**src/rtl/cmp_pkg.sv**
```systemverilog
package cmp_pkg;
  localparam int DIGIT_W = 4;

  // Flags exchanged between slices and seen at the top ports.
  typedef struct packed {
    logic lt;
    logic eq;
    logic gt;
  } cmpFlags_t;

  // Strobes from the digit datapath to the cascade control.
  typedef struct packed {
    logic decided;  // some bit pair differs
    logic aHigh;    // at the top differing bit, A holds the 1
  } digitVerdict_t;
endpackage

```
**src/rtl/cmp_digit_path.sv**
```systemverilog
module cmp_digit_path
  import cmp_pkg::*;
#(
  parameter int W = DIGIT_W
) (
  input  logic [W-1:0]  aDigit,
  input  logic [W-1:0]  bDigit,
  output digitVerdict_t verdict
);
  logic [W-1:0] diffBits;
  assign diffBits = aDigit ^ bDigit;

  // Scan from the top bit; the first difference found wins.
  always_comb begin
    verdict = '0;
    for (int i = W - 1; i >= 0; i--) begin
      if (diffBits[i] && !verdict.decided) begin
        verdict.decided = 1'b1;
        verdict.aHigh   = aDigit[i];
      end
    end
  end
endmodule

```
**src/rtl/cmp_cascade_ctrl.sv**
```systemverilog
module cmp_cascade_ctrl
  import cmp_pkg::*;
(
  input  digitVerdict_t verdict,
  input  cmpFlags_t     casIn,
  output cmpFlags_t     result
);
  // The above cascade input is deliberately ignored.
  logic unusedCasGt;
  assign unusedCasGt = casIn.gt;

  logic tie;
  assign tie = !verdict.decided;

  always_comb begin
    result.gt = (verdict.decided && verdict.aHigh)  || (tie && !casIn.lt && !casIn.eq);
    result.lt = (verdict.decided && !verdict.aHigh) || (tie && casIn.lt);
    result.eq = tie && casIn.eq;
  end
endmodule

```
**src/rtl/cmp_slice.sv**
```systemverilog
module cmp_slice
  import cmp_pkg::*;
(
  input  logic [DIGIT_W-1:0] aDigit,
  input  logic [DIGIT_W-1:0] bDigit,
  input  cmpFlags_t          casIn,
  output cmpFlags_t          result
);
  digitVerdict_t verdict;

  cmp_digit_path #(.W(DIGIT_W)) u_path (
    .aDigit (aDigit),
    .bDigit (bDigit),
    .verdict(verdict)
  );

  cmp_cascade_ctrl u_ctrl (
    .verdict(verdict),
    .casIn  (casIn),
    .result (result)
  );
endmodule

```
**src/rtl/cmp_chain.sv**
```systemverilog
module cmp_chain
  import cmp_pkg::*;
#(
  parameter int NUM_SLICES = 2,
  localparam int WORD_W = NUM_SLICES * DIGIT_W
) (
  input  logic [WORD_W-1:0] aWord,
  input  logic [WORD_W-1:0] bWord,
  input  logic              casLtIn,
  input  logic              casEqIn,
  input  logic              casGtIn,
  output logic              ltOut,
  output logic              eqOut,
  output logic              gtOut
);
  cmpFlags_t link [NUM_SLICES+1];

  assign link[0] = '{lt: casLtIn, eq: casEqIn, gt: casGtIn};

  // Least significant digit first; each slice feeds the next one up.
  for (genvar k = 0; k < NUM_SLICES; k++) begin : g_slice
    cmp_slice u_slice (
      .aDigit(aWord[k*DIGIT_W +: DIGIT_W]),
      .bDigit(bWord[k*DIGIT_W +: DIGIT_W]),
      .casIn (link[k]),
      .result(link[k+1])
    );
  end

  assign ltOut = link[NUM_SLICES].lt;
  assign eqOut = link[NUM_SLICES].eq;
  assign gtOut = link[NUM_SLICES].gt;
endmodule

```
**config.mk**
```make
export PLATFORM = sky130hd
export DESIGN_NAME = cmp_chain
export DESIGN_NICKNAME = d
export VERILOG_FILES = /design/src/rtl/cmp_pkg.sv /design/src/rtl/cmp_digit_path.sv /design/src/rtl/cmp_cascade_ctrl.sv /design/src/rtl/cmp_slice.sv /design/src/rtl/cmp_chain.sv
export SDC_FILE = /design/constraint.sdc
export NUM_CORES = 1
export LEC_CHECK = 0
export ABC_AREA = 0
export BUFFER_PORTS_ARGS = -buffer_cell sky130_fd_sc_hd__buf_2
export CORE_AREA = 10 10 47 49
export DETAILED_ROUTE_END_ITERATION = 7
export DIE_AREA = 0 0 57 59
export PLACE_DENSITY = 0.48
export SLEW_MARGIN = 25
export SYNTH_ARGS = -nofsm -noshare
export SYNTH_HDL_FRONTEND = slang
export SYNTH_SLANG_ARGS = --single-unit
export TNS_END_PERCENT = 5
```
**constraint.sdc**
```tcl
create_clock -name vclk -period 1.66
set_input_delay 0.249 -clock vclk [all_inputs]
set_output_delay 0.249 -clock vclk [all_outputs]
set_load 0.005 [all_outputs]
```
Yosys cells after proc, flatten, opt, wreduce, memory -nomap -nowiden
Index checks and enable logic that the tools add are counted.
Widths: inputs -> output; s select.
{"block": "totals", "n_memories": 0, "word_cells": 40, "romBits": 0, "regBits": 0, "input_bits": 19, "latchBits": 0, "output_inout_bits": 3, "mem_bits_rw": 0}
{"block": "op_classes", "n_bitwise": 2, "muxes": 8, "order_cmp": 0, "n_reduce_logical": 30, "n_addsub": 0, "eq_ne": 0, "n_mul": 0, "shifts": 0, "div": 0}
{"op": "$mux 2", "n": 8}
{"op": "$logic_and 1x1->1", "n": 15}
{"op": "$logic_not 1->1", "n": 12}
{"op": "$xor 4x4->4", "n": 2}
{"op": "$logic_or 1x1->1", "n": 3}

Depth between registers and ports, before layout
Gate-level depths: netlist (run 1).
{"block": "depth", "depth_word": 18, "mapped_depth": 6, "mapped_depth_nobuf": 6}

Modules after synthesis
A second synthesis (run 1) with hierarchy kept.
{"block": "unflattened", "hier_cells": 46, "hier_area_um2": 320.3}
{"module": "cmp_digit_path", "seq_area_each_um2": 0.0, "cells_per_inst": 18, "area_per_inst_um2": 123.9, "instances": 2}
{"module": "cmp_cascade_ctrl", "seq_area_each_um2": 0.0, "cells_per_inst": 5, "area_per_inst_um2": 36.3, "instances": 2}

Worst setup path after synthesis (run 1)
OpenSTA, ideal clock, no wires.
{"block": "synth_path", "path_kind": "in2out", "start": "input port aWord[4]", "end": "output port gtOut", "cell_stages": 4, "setup_slack_ns": 0.085, "n_path_buf": 0, "required_time_ns": 1.411, "arrival_ns": 1.326, "cell_sequence": "nor2b_1 -> maj3_2 -> maj3_2 -> a221o_1"}
{"block": "synth_via", "elab_chain_len": 7, "word_cells_on_any_way": 8, "cone_classes": "1 x mux; 1 x bitwise; 6 x reduce/logical"}
{"element": "start, declared", "line_no": "cmp_chain.sv:7", "source": "input logic [WORD_W-1:0] aWord,"}
{"element": "$xor 4x4->4", "line_no": "cmp_digit_path.sv:11", "source": "assign diffBits = aDigit ^ bDigit;"}
{"element": "$logic_and 1x1->1", "line_no": "cmp_digit_path.sv:17", "source": "if (diffBits[i] && !verdict.decided) begin"}
{"element": "$mux 2 *", "line_no": "cmp_digit_path.sv:17"}
{"element": "$logic_not 1->1", "line_no": "cmp_cascade_ctrl.sv:13", "source": "assign tie = !verdict.decided;"}
{"element": "$logic_and 1x1->1 (2 in a row)", "line_no": "cmp_cascade_ctrl.sv:16", "source": "result.gt = (verdict.decided && verdict.aHigh) || (tie && !casIn.lt && !casIn.eq);"}
{"element": "$logic_or 1x1->1 *", "line_no": "cmp_cascade_ctrl.sv:16"}
{"element": "end, declared", "line_no": "cmp_chain.sv:14", "source": "output logic gtOut"}
Every way passes the cells marked *; elsewhere a longest branch is shown, timed or not.

Worst setup path in the final report (run 1)
Same ends and word-level chain as after synthesis.

==> results of run 1 <==
[power by group]
| group | internal (mW) | total, mW | switching [mW] |
|---|---|---|---|
| registers | 0 | 0 | 0 |
| clock network | 0 | 0 | 0 |
| logic | 0.0698 | 0.120 | 0.0499 |
| total | 0.0698 | 0.120 | 0.0499 |
[cell type report]
class / count / share of cell area, %
Inverter: 8 / 6.400
Tap cell: 16 / 4.267
Multi-Input combinational cell: 25 / 52.80
Timing Repair Buffer: 29 / 36.53
[stage by stage]
step / power, mW / hold WS, ps / cells / area, µm²
after floorplan: 0.04877 / 596.5 / 33 / 235.2
after global placement: 0.09783 / 831.3 / 75 / 397.9
after detailed placement: 0.09873 / 828.5 / 75 / 397.9
after CTS: 0.1134 / 827.0 / 77 / 450.4
after global routing: 0.1345 / 869.2 / 78 / 469.2
final: 0.1197 / 839.7 / 78 / 469.2
[worst max-delay path, cell delays in order]
cell and delay (ps):
buf_6 90, nor2b_4 110, maj3_2 290, maj3_2 320, a221o_1 330, buf_2 130
[routing by layer]
layer	up-vias	GRT usage (%)	part of all wire (%)
li1	173	-	-
met1	143	5.806	41
met2	12	9.457	51
met3	0	1.288	7.5
met4	0	0	0
met5	-	0	0
[layout by cell type, fill, tap and decap left out]
| cell type | n |
|---|---|
| or2_2 | 1 |
| a211oi_2 | 1 |
| ha_4 | 1 |
| buf_2 | 20 |
| a221o_1 | 1 |
| nand3b_1 | 1 |
| maj3_2 | 2 |
| ha_1 | 1 |
| o21ai_0 | 1 |
| inv_1 | 7 |
| nand2b_1 | 1 |
| a21o_1 | 1 |
| xnor2_1 | 6 |
| nand4_1 | 2 |
| nor3_2 | 1 |
| inv_2 | 1 |
| buf_6 | 1 |
| nor2b_1 | 1 |
| buf_4 | 8 |
| o21bai_1 | 1 |
| nor2b_4 | 1 |
| a221oi_2 | 2 |
[cell families (layout without fill, tap and decap cells)]
family                   after synthesis  after routing
AND/OR/NAND/NOR                        8              8
buffers and inverters                  8             37
AO/OA/AOI/OAI                          7              7
XOR/XNOR                               6              6
adder cells (fa/ha/maj)                4              4
[worst max-delay path by stage]
stage / end / start / slack [ps]
finish: gtOut / aWord[4] / -110
global route: gtOut / bWord[3] / -180
CTS: gtOut / aWord[4] / -80
detailed placement: gtOut / aWord[4] / -170
global placement: gtOut / aWord[4] / -170
floorplan: gtOut / aWord[4] / 80
[repair_timing]
action                                  4_1_cts  5_1_grt
pin swaps                                     3        2
gates resized for setup                       6        2
hold endpoints to repair                      0        0
hold buffers                                  0        0
setup buffers                                 2        1
endpoints found under the setup margin        2        3
==> results.sh, run 1 <==
export IMPL_multi_input_area_um2=247.7
export IMPL_synth_mux_area_fraction_pct=0
export IMPL_synth_common_cells="7 x inv_1, 6 x xnor2_1"
export IMPL_rsz0062_at_grt="yes"
export IMPL_wirelength_um=877
export IMPL_drive_gt1_share_pct=62.90
export IMPL_num_vias=328
export IMPL_portBuffers=21
export IMPL_hold_violations=0
export IMPL_layout_nets=85
export IMPL_tightest_slew_ps=243.4
export IMPL_critical_path_class="input pin to output port"
export IMPL_synthXorXnorAreaFrac_pct=22.34
export IMPL_yosys_area_share_simple_pct=21.28
export IMPL_syn_nets=54
export IMPL_regArea_um2=0
export IMPL_synthCells=33
export IMPL_maxSlewViolCount=0
export IMPL_ys_warnings_count=0
export IMPL_drtPass1Iterations=1
export IMPL_synth_top_cell_area_share_pct=22.34
export IMPL_drt_iter0_drc=0
export IMPL_min_from="casEqIn"
export IMPL_drtAntennaViolNets=0
export IMPL_synth_area_leader_cell="xnor2_1"
export IMPL_start_util_pct=16.79
export IMPL_placementRows=14
export IMPL_setup_ws_ps=-109.6
export IMPL_holdPathEnd="eqOut"
export IMPL_clockBufferCount=0
export IMPL_place_congestion=0.5910
export IMPL_hold_class="input pin to output port"
export IMPL_hpwl_um=703.2
export IMPL_synthDistinctLibCells=17
export IMPL_synth_area_top_cells="xnor2_1 22%, inv_1 11%, ha_1 11%"
export IMPL_via_per_inst=4.205
export IMPL_setup_tns_ps=-135.6
export IMPL_synth_area_per_cell_um2=7.128
export IMPL_core_mm2=0.001401
export IMPL_design_seq_count=0
export IMPL_status="finished with violations"
export IMPL_grt_pass1_vias=373
export IMPL_setup_viol=2
export IMPL_crit_fanout=2
export IMPL_worstSetupEndpointType="output port"
export IMPL_drc=0
export IMPL_final_fill_count=170
export IMPL_synth_compound_area_share_pct=23.40
export IMPL_fin_crit_ps=1770
export IMPL_grt_pass1_wl_mm=1.518
export IMPL_drv_cap=0
export IMPL_die_area_mm2=0.003363
export IMPL_leakagePower_nw=0.2339
export IMPL_critPathArrivalTime_ps=1520
export IMPL_track_usage_pct=5.009
export IMPL_io_pins=22
export IMPL_startpoint_type="input pin"
export IMPL_overflow=0
export IMPL_area_growth_pct=99.47
export IMPL_syn_area_um2=235.2
export IMPL_synth_fa_ha_area_share_pct=20.21
export IMPL_period_share_pct=106.6
export IMPL_vdd_ir_drop_worst_uv=74.25
export IMPL_holdPathStages=4
export IMPL_diodes=0
export IMPL_p_per_area_mw_per_mm2=255.0
export IMPL_slew_headroom_pct=83.75
export IMPL_die_h_um=59
export IMPL_place_ws_ps=-170.9
export IMPL_die_w_um=57
export IMPL_max_freq_mhz=565.1
export IMPL_yosysMostFrequentCell="inv_1"
export IMPL_finalCoreUtilization_pct=33.48
export IMPL_wl_per_cell_um=11.24
export IMPL_violations="negative setup slack"
export IMPL_grt_antenna_before_repair=0
export IMPL_synth_top_family_by_area="compound AO/OA/AOI/OAI gates"
export IMPL_ys_seq_area_share_pct=0
export IMPL_cp_required_ps=1410
export IMPL_grt_max_degree=5
(Power assumes the default switching activity.)
==> run 2: changes to the inputs <==
Settings changed: ABC_AREA 0 to 1.
==> run 2 against run 1 <==
  * Critical path depth rose by 5
  * First-iteration DRC count rose by 4
  * Fmax rose by 18%
  * Global-route usage fell by 0.83 points
  * Sequential share of layout area did not move
  * Count of clock-buffer cells in the layout did not move
  * The run now ends clean
==> results.sh, run 2 <==
export IMPL_status="completed"
export IMPL_drive_gt1_share_pct=43.48
export IMPL_syn_nets=69
export IMPL_die_area_mm2=0.003363
export IMPL_worstSetupEndpointType="output port"
export IMPL_maxSlewViolCount=0
export IMPL_startpoint_type="input pin"
export IMPL_final_common_cell="buf_2"
export IMPL_grt_pass1_wl_mm=1.276
export IMPL_design_seq_count=0
export IMPL_period_share_pct=90.47
export IMPL_drt_iter0_drc=4
export IMPL_synthCells=48
export IMPL_place_ws_ps=114.2
export IMPL_die_h_um=59
export IMPL_regArea_um2=0
export IMPL_dp_cells=85
export IMPL_setup_viol=0
export IMPL_layout_nets=92
export IMPL_worst_path_stages=11
export IMPL_hold_violations=0
export IMPL_pwr_share_clk_pct=0
export IMPL_synthDistinctLibCells=15
export IMPL_core_mm2=0.001401
export IMPL_drtAntennaViolNets=0
export IMPL_startpoint="bWord[7]"
export IMPL_final_cells=85
export IMPL_hpwl_um=674
export IMPL_synth_area_per_cell_um2=5.083
export IMPL_min_from="casEqIn"
export IMPL_crit_fanout=3
export IMPL_seq_power_share_pct=0
export IMPL_place_congestion=0.6082
export IMPL_dr_wl_met3_um=109
export IMPL_grt_max_degree=4
export IMPL_drc=0
export IMPL_critical_path_class="input pin to output port"
export IMPL_slew_headroom_pct=79.87
export IMPL_synth_area_top_cells="nand2_1 22%, inv_1 14%, ha_1 10%"
export IMPL_power_switching_mw=0.05163
export IMPL_area_growth_pct=55.38
export IMPL_hold_class="input pin to output port"
export IMPL_placementRows=14
export IMPL_die_w_um=57
export IMPL_final_cell_mix="21 x buf_2, 14 x nand2_1, 9 x inv_1"
export IMPL_wl_met2_um=325
export IMPL_drtPass1Iterations=2
export IMPL_drv_cap=0
export IMPL_grt_antenna_before_repair=0
export IMPL_rsz0062_at_grt="no"
export IMPL_ys_seq_area_share_pct=0
export IMPL_power_switching_share_pct=53.01
export IMPL_wirelength_um=680
export IMPL_track_usage_pct=4.179
export IMPL_setup_ws_ps=158.2
export IMPL_p_per_area_mw_per_mm2=256.9
export IMPL_clockBufferCount=0
export IMPL_holdPathStages=4
export IMPL_cp_slowest_stage_delay_ps=290
export IMPL_leakagePower_nw=0.2357
export IMPL_critPathArrivalTime_ps=1250
export IMPL_portBuffers=21
export IMPL_ys_warnings_count=0
export IMPL_num_vias=326
export IMPL_setup_tns_ps=0
export IMPL_ctsHoldBuffers=0
export IMPL_max_freq_mhz=665.9
export IMPL_power_internal_mw=0.04576
export IMPL_crit_chain="buf_2 > inv_1 > ha_1 > nand2_2 > nor2_4 > nand2_2 > nor2_4 > nand3_1 > nand2_1 > inv_1 > buf_2"
export IMPL_highest_layer="met3"
export IMPL_grt_pass1_vias=336
export IMPL_yosysMostFrequentCell="nand2_1"
export IMPL_synth_common_cells="14 x nand2_1, 9 x inv_1, 4 x nand3_1"
export IMPL_diodes=0
export IMPL_endpoint="ltOut"
export IMPL_met1_length_um=245
export IMPL_synth_area_leader_cell="nand2_1"
export IMPL_cp_required_ps=1410
export IMPL_tightest_slew_ps=301.0
export IMPL_cp_num_buf_inv=4
export IMPL_slowest_stage="ha_1"
export IMPL_wl_per_cell_um=8.000
export IMPL_start_util_pct=17.41
export IMPL_overflow=0
export IMPL_vdd_ir_drop_worst_uv=66.74
export IMPL_combPwrFrac_pct=100.0
export IMPL_fin_crit_ps=1502
export IMPL_postCtsSetupBuffers=0
export IMPL_critPathTopFamily="simple AND/OR/NAND/NOR gates"
export IMPL_syn_area_um2=244.0
export IMPL_io_pins=22
export IMPL_synth_top_cell_area_share_pct=21.54
export IMPL_via_per_inst=3.835
-- run 2: tightest hold or removal path, delay by kind of cell --
family	cells	cell delay, ps
buf+inv	2	220
simple gates	2	140
-- run 2: routing by layer --
layer  GRT usage [%]  up-vias
met4               0        0
met3           2.361        0
met2           7.752       13
met1           4.240      125
met5               0        -
li1                -      188
-- run 2: final cells by class --
cell class / count / area, µm²
inverter: 11 / 41.29
tap: 16 / 20.02
multi-input combinational: 37 / 212.7
timing repair buffer: 21 / 105.1
fill: 178 / 1022
-- run 2: logic make-up after synthesis --
logic type,share of synthesized area (%)
buffers and inverters,16.92
XOR/XNOR,7.181
adder cells (fa/ha/maj),10.25
AND/OR/NAND/NOR,61.54
AO/OA/AOI/OAI,4.103
-- run 2: metrics by stage --
stage / hold WS [ps] / utilization, % / power (mW) / cell area, µm²
5_1_grt: 885.3 / 27.05 / 0.1134 / 379.1
3_3_place_gp: 863.3 / 26.34 / 0.09482 / 369.1
4_1_cts: 870.2 / 26.34 / 0.09584 / 369.1
6_report: 863.0 / 27.05 / 0.09739 / 379.1
3_5_place_dp: 868.6 / 26.34 / 0.09554 / 369.1
2_1_floorplan: 624.1 / - / 0.05598 / 244.0
-- run 2: power by group through the flow --
stage | registers [mW] | clock network (mW) | logic (mW)
after floorplan | 0 | 0 | 0.0560
after global placement | 0 | 0 | 0.0948
after detailed placement | 0 | 0 | 0.0955
after CTS | 0 | 0 | 0.0958
after global routing | 0 | 0 | 0.113
final | 0 | 0 | 0.0974
-- run 2: repair_timing --
item                       CTS  global route
hold endpoints to repair     0             0
setup endpoints to repair    0             2
resized for setup            0             2
-- run 2: how the worst min path moves through the flow --
stage / endpoint / slack (ps)
after floorplan: eqOut / 620
after global placement: eqOut / 860
after CTS: eqOut / 870
after global routing: eqOut / 890
final: eqOut / 860
after detailed placement: eqOut / 870
==> run 3: changes to the inputs <==
--- a/config.mk
+++ b/config.mk
@@ -8,8 +8,10 @@
 export ABC_AREA = 1
 export BUFFER_PORTS_ARGS = -buffer_cell sky130_fd_sc_hd__buf_2
-export CORE_AREA = 10 10 47 49
+export CELL_PAD_IN_SITES_DETAIL_PLACEMENT = 0
+export CELL_PAD_IN_SITES_GLOBAL_PLACEMENT = 2
+export CORE_MARGIN = 10
+export CORE_UTILIZATION = 16
 export DETAILED_ROUTE_END_ITERATION = 7
-export DIE_AREA = 0 0 57 59
-export PLACE_DENSITY = 0.48
+export PLACE_DENSITY = 0.86
 export SLEW_MARGIN = 25
 export SYNTH_ARGS = -nofsm -noshare
==> constraint.sdc (replaced) <==
create_clock -name vclk -period 1.66
set_input_delay 0.166 -clock vclk [all_inputs]
set_output_delay 0.166 -clock vclk [all_outputs]
set_load 0.005 [all_outputs]
==> run 3 against run 2 <==
  * Core utilization decreased by 2.0 points
  * Final area is 2.6% lower
  * Sequential cell count stayed put
  * Wire length rose by 6.3%
  * Via count is 1.5% higher
  * Critical endpoint unchanged
  * Final cell count stayed put
  * Largest power group unchanged
==> results.sh, run 3 (synthesis gave the netlist of run 2 again) <==
export IMPL_status="completed"
export IMPL_regArea_um2=0
export IMPL_final_cell_mix="21 x buf_2, 14 x nand2_1, 9 x inv_1"
export IMPL_p_per_area_mw_per_mm2=255.0
export IMPL_die_area_mm2=0.003487
export IMPL_drv_cap=0
export IMPL_postCtsSetupBuffers=0
export IMPL_dp_cells=85
export IMPL_fin_hold_ws_ps=677.5
export IMPL_overflow=0
export IMPL_core_mm2=0.001471
export IMPL_rsz0062_at_grt="no"
export IMPL_drt_iter0_drc=0
export IMPL_place_congestion=0.6332
export IMPL_die_w_um=59.05
export IMPL_power_mw=0.09411
export IMPL_final_cells=85
export IMPL_io_pins=22
export IMPL_die_h_um=59.05
export IMPL_wl_per_cell_um=8.506
export IMPL_wirelength_um=723
export IMPL_final_cell_area_um2=369.1
export IMPL_setup_tns_ps=0
export IMPL_leakagePower_nw=0.2345
export IMPL_grt_pass1_vias=313
export IMPL_drive_gt1_share_pct=43.48
export IMPL_place_area_um2=369.1
export IMPL_clockBufferCount=0
export IMPL_tightest_slew_ps=232.5
export IMPL_crit_fanout=3
export IMPL_area_growth_pct=51.28
export IMPL_design_seq_count=0
export IMPL_period_share_pct=82.79
export IMPL_portBuffers=21
export IMPL_maxSlewViolCount=0
export IMPL_fin_crit_ps=1374
export IMPL_worstSetupEndpointType="output port"
export IMPL_cts_resized=0
export IMPL_critical_path_class="input pin to output port"
export IMPL_holdPathEnd="eqOut"
export IMPL_critPathArrivalTime_ps=1210
export IMPL_diodes=0
export IMPL_start_util_pct=16.58
export IMPL_final_common_cell="buf_2"
export IMPL_finalCoreUtilization_pct=25.09
export IMPL_drtAntennaViolNets=0
export IMPL_grt_antenna_before_repair=0
export IMPL_grt_pass1_wl_mm=1.131
export IMPL_placementRows=14
export IMPL_setup_viol=0
export IMPL_setup_ws_ps=285.7
export IMPL_via_per_inst=3.894
export IMPL_holdPathStages=4
export IMPL_cp_required_ps=1490
export IMPL_grt_max_degree=4
export IMPL_hpwl_um=703.4
export IMPL_ctsHoldBuffers=0
export IMPL_drtPass1Iterations=1
export IMPL_hold_violations=0
export IMPL_drc=0
export IMPL_place_ws_ps=267.1
export IMPL_slew_headroom_pct=84.45
export IMPL_track_usage_pct=3.645
export IMPL_layout_nets=92
export IMPL_num_vias=331
export IMPL_vdd_ir_drop_worst_uv=48.29
export IMPL_startpoint_type="input pin"
export IMPL_final_fill_count=180
export IMPL_min_from="casEqIn"
export IMPL_max_freq_mhz=727.6
export IMPL_multi_input_area_um2=202.7
export IMPL_hold_class="input pin to output port"
## run 3: worst max path at each step
stage / startpoint / endpoint
after CTS: bWord[7] / ltOut
after global placement: bWord[7] / ltOut
after detailed placement: bWord[7] / ltOut
final: bWord[7] / ltOut
after global routing: bWord[7] / ltOut
after floorplan: bWord[7] / ltOut
## run 3: final cells by class
class | instances | share of cell area (%)
multi-input combinational | 37 | 54.92
timing repair buffer | 21 | 28.47
tap | 16 | 5.424
inverter | 11 | 11.19
## run 3: power by group
part | switching, mW | internal, mW
registers | 0 | 0
clock network | 0 | 0
logic | 0.0496 | 0.0445
## run 3: critical path, cell delays in order
cell,delay (ps)
buf_2,70
inv_1,30
ha_1,290
nand2_2,60
nor2_2,130
nand2_2,70
nor2_2,100
nand3_1,80
nand2_1,60
inv_1,30
buf_2,110
## run 3: layer usage
metal  track usage [%]  wire length, µm
met1             3.486              265
met4                 0                0
met3             2.146              122
met5                 0                0
met2             6.907              335
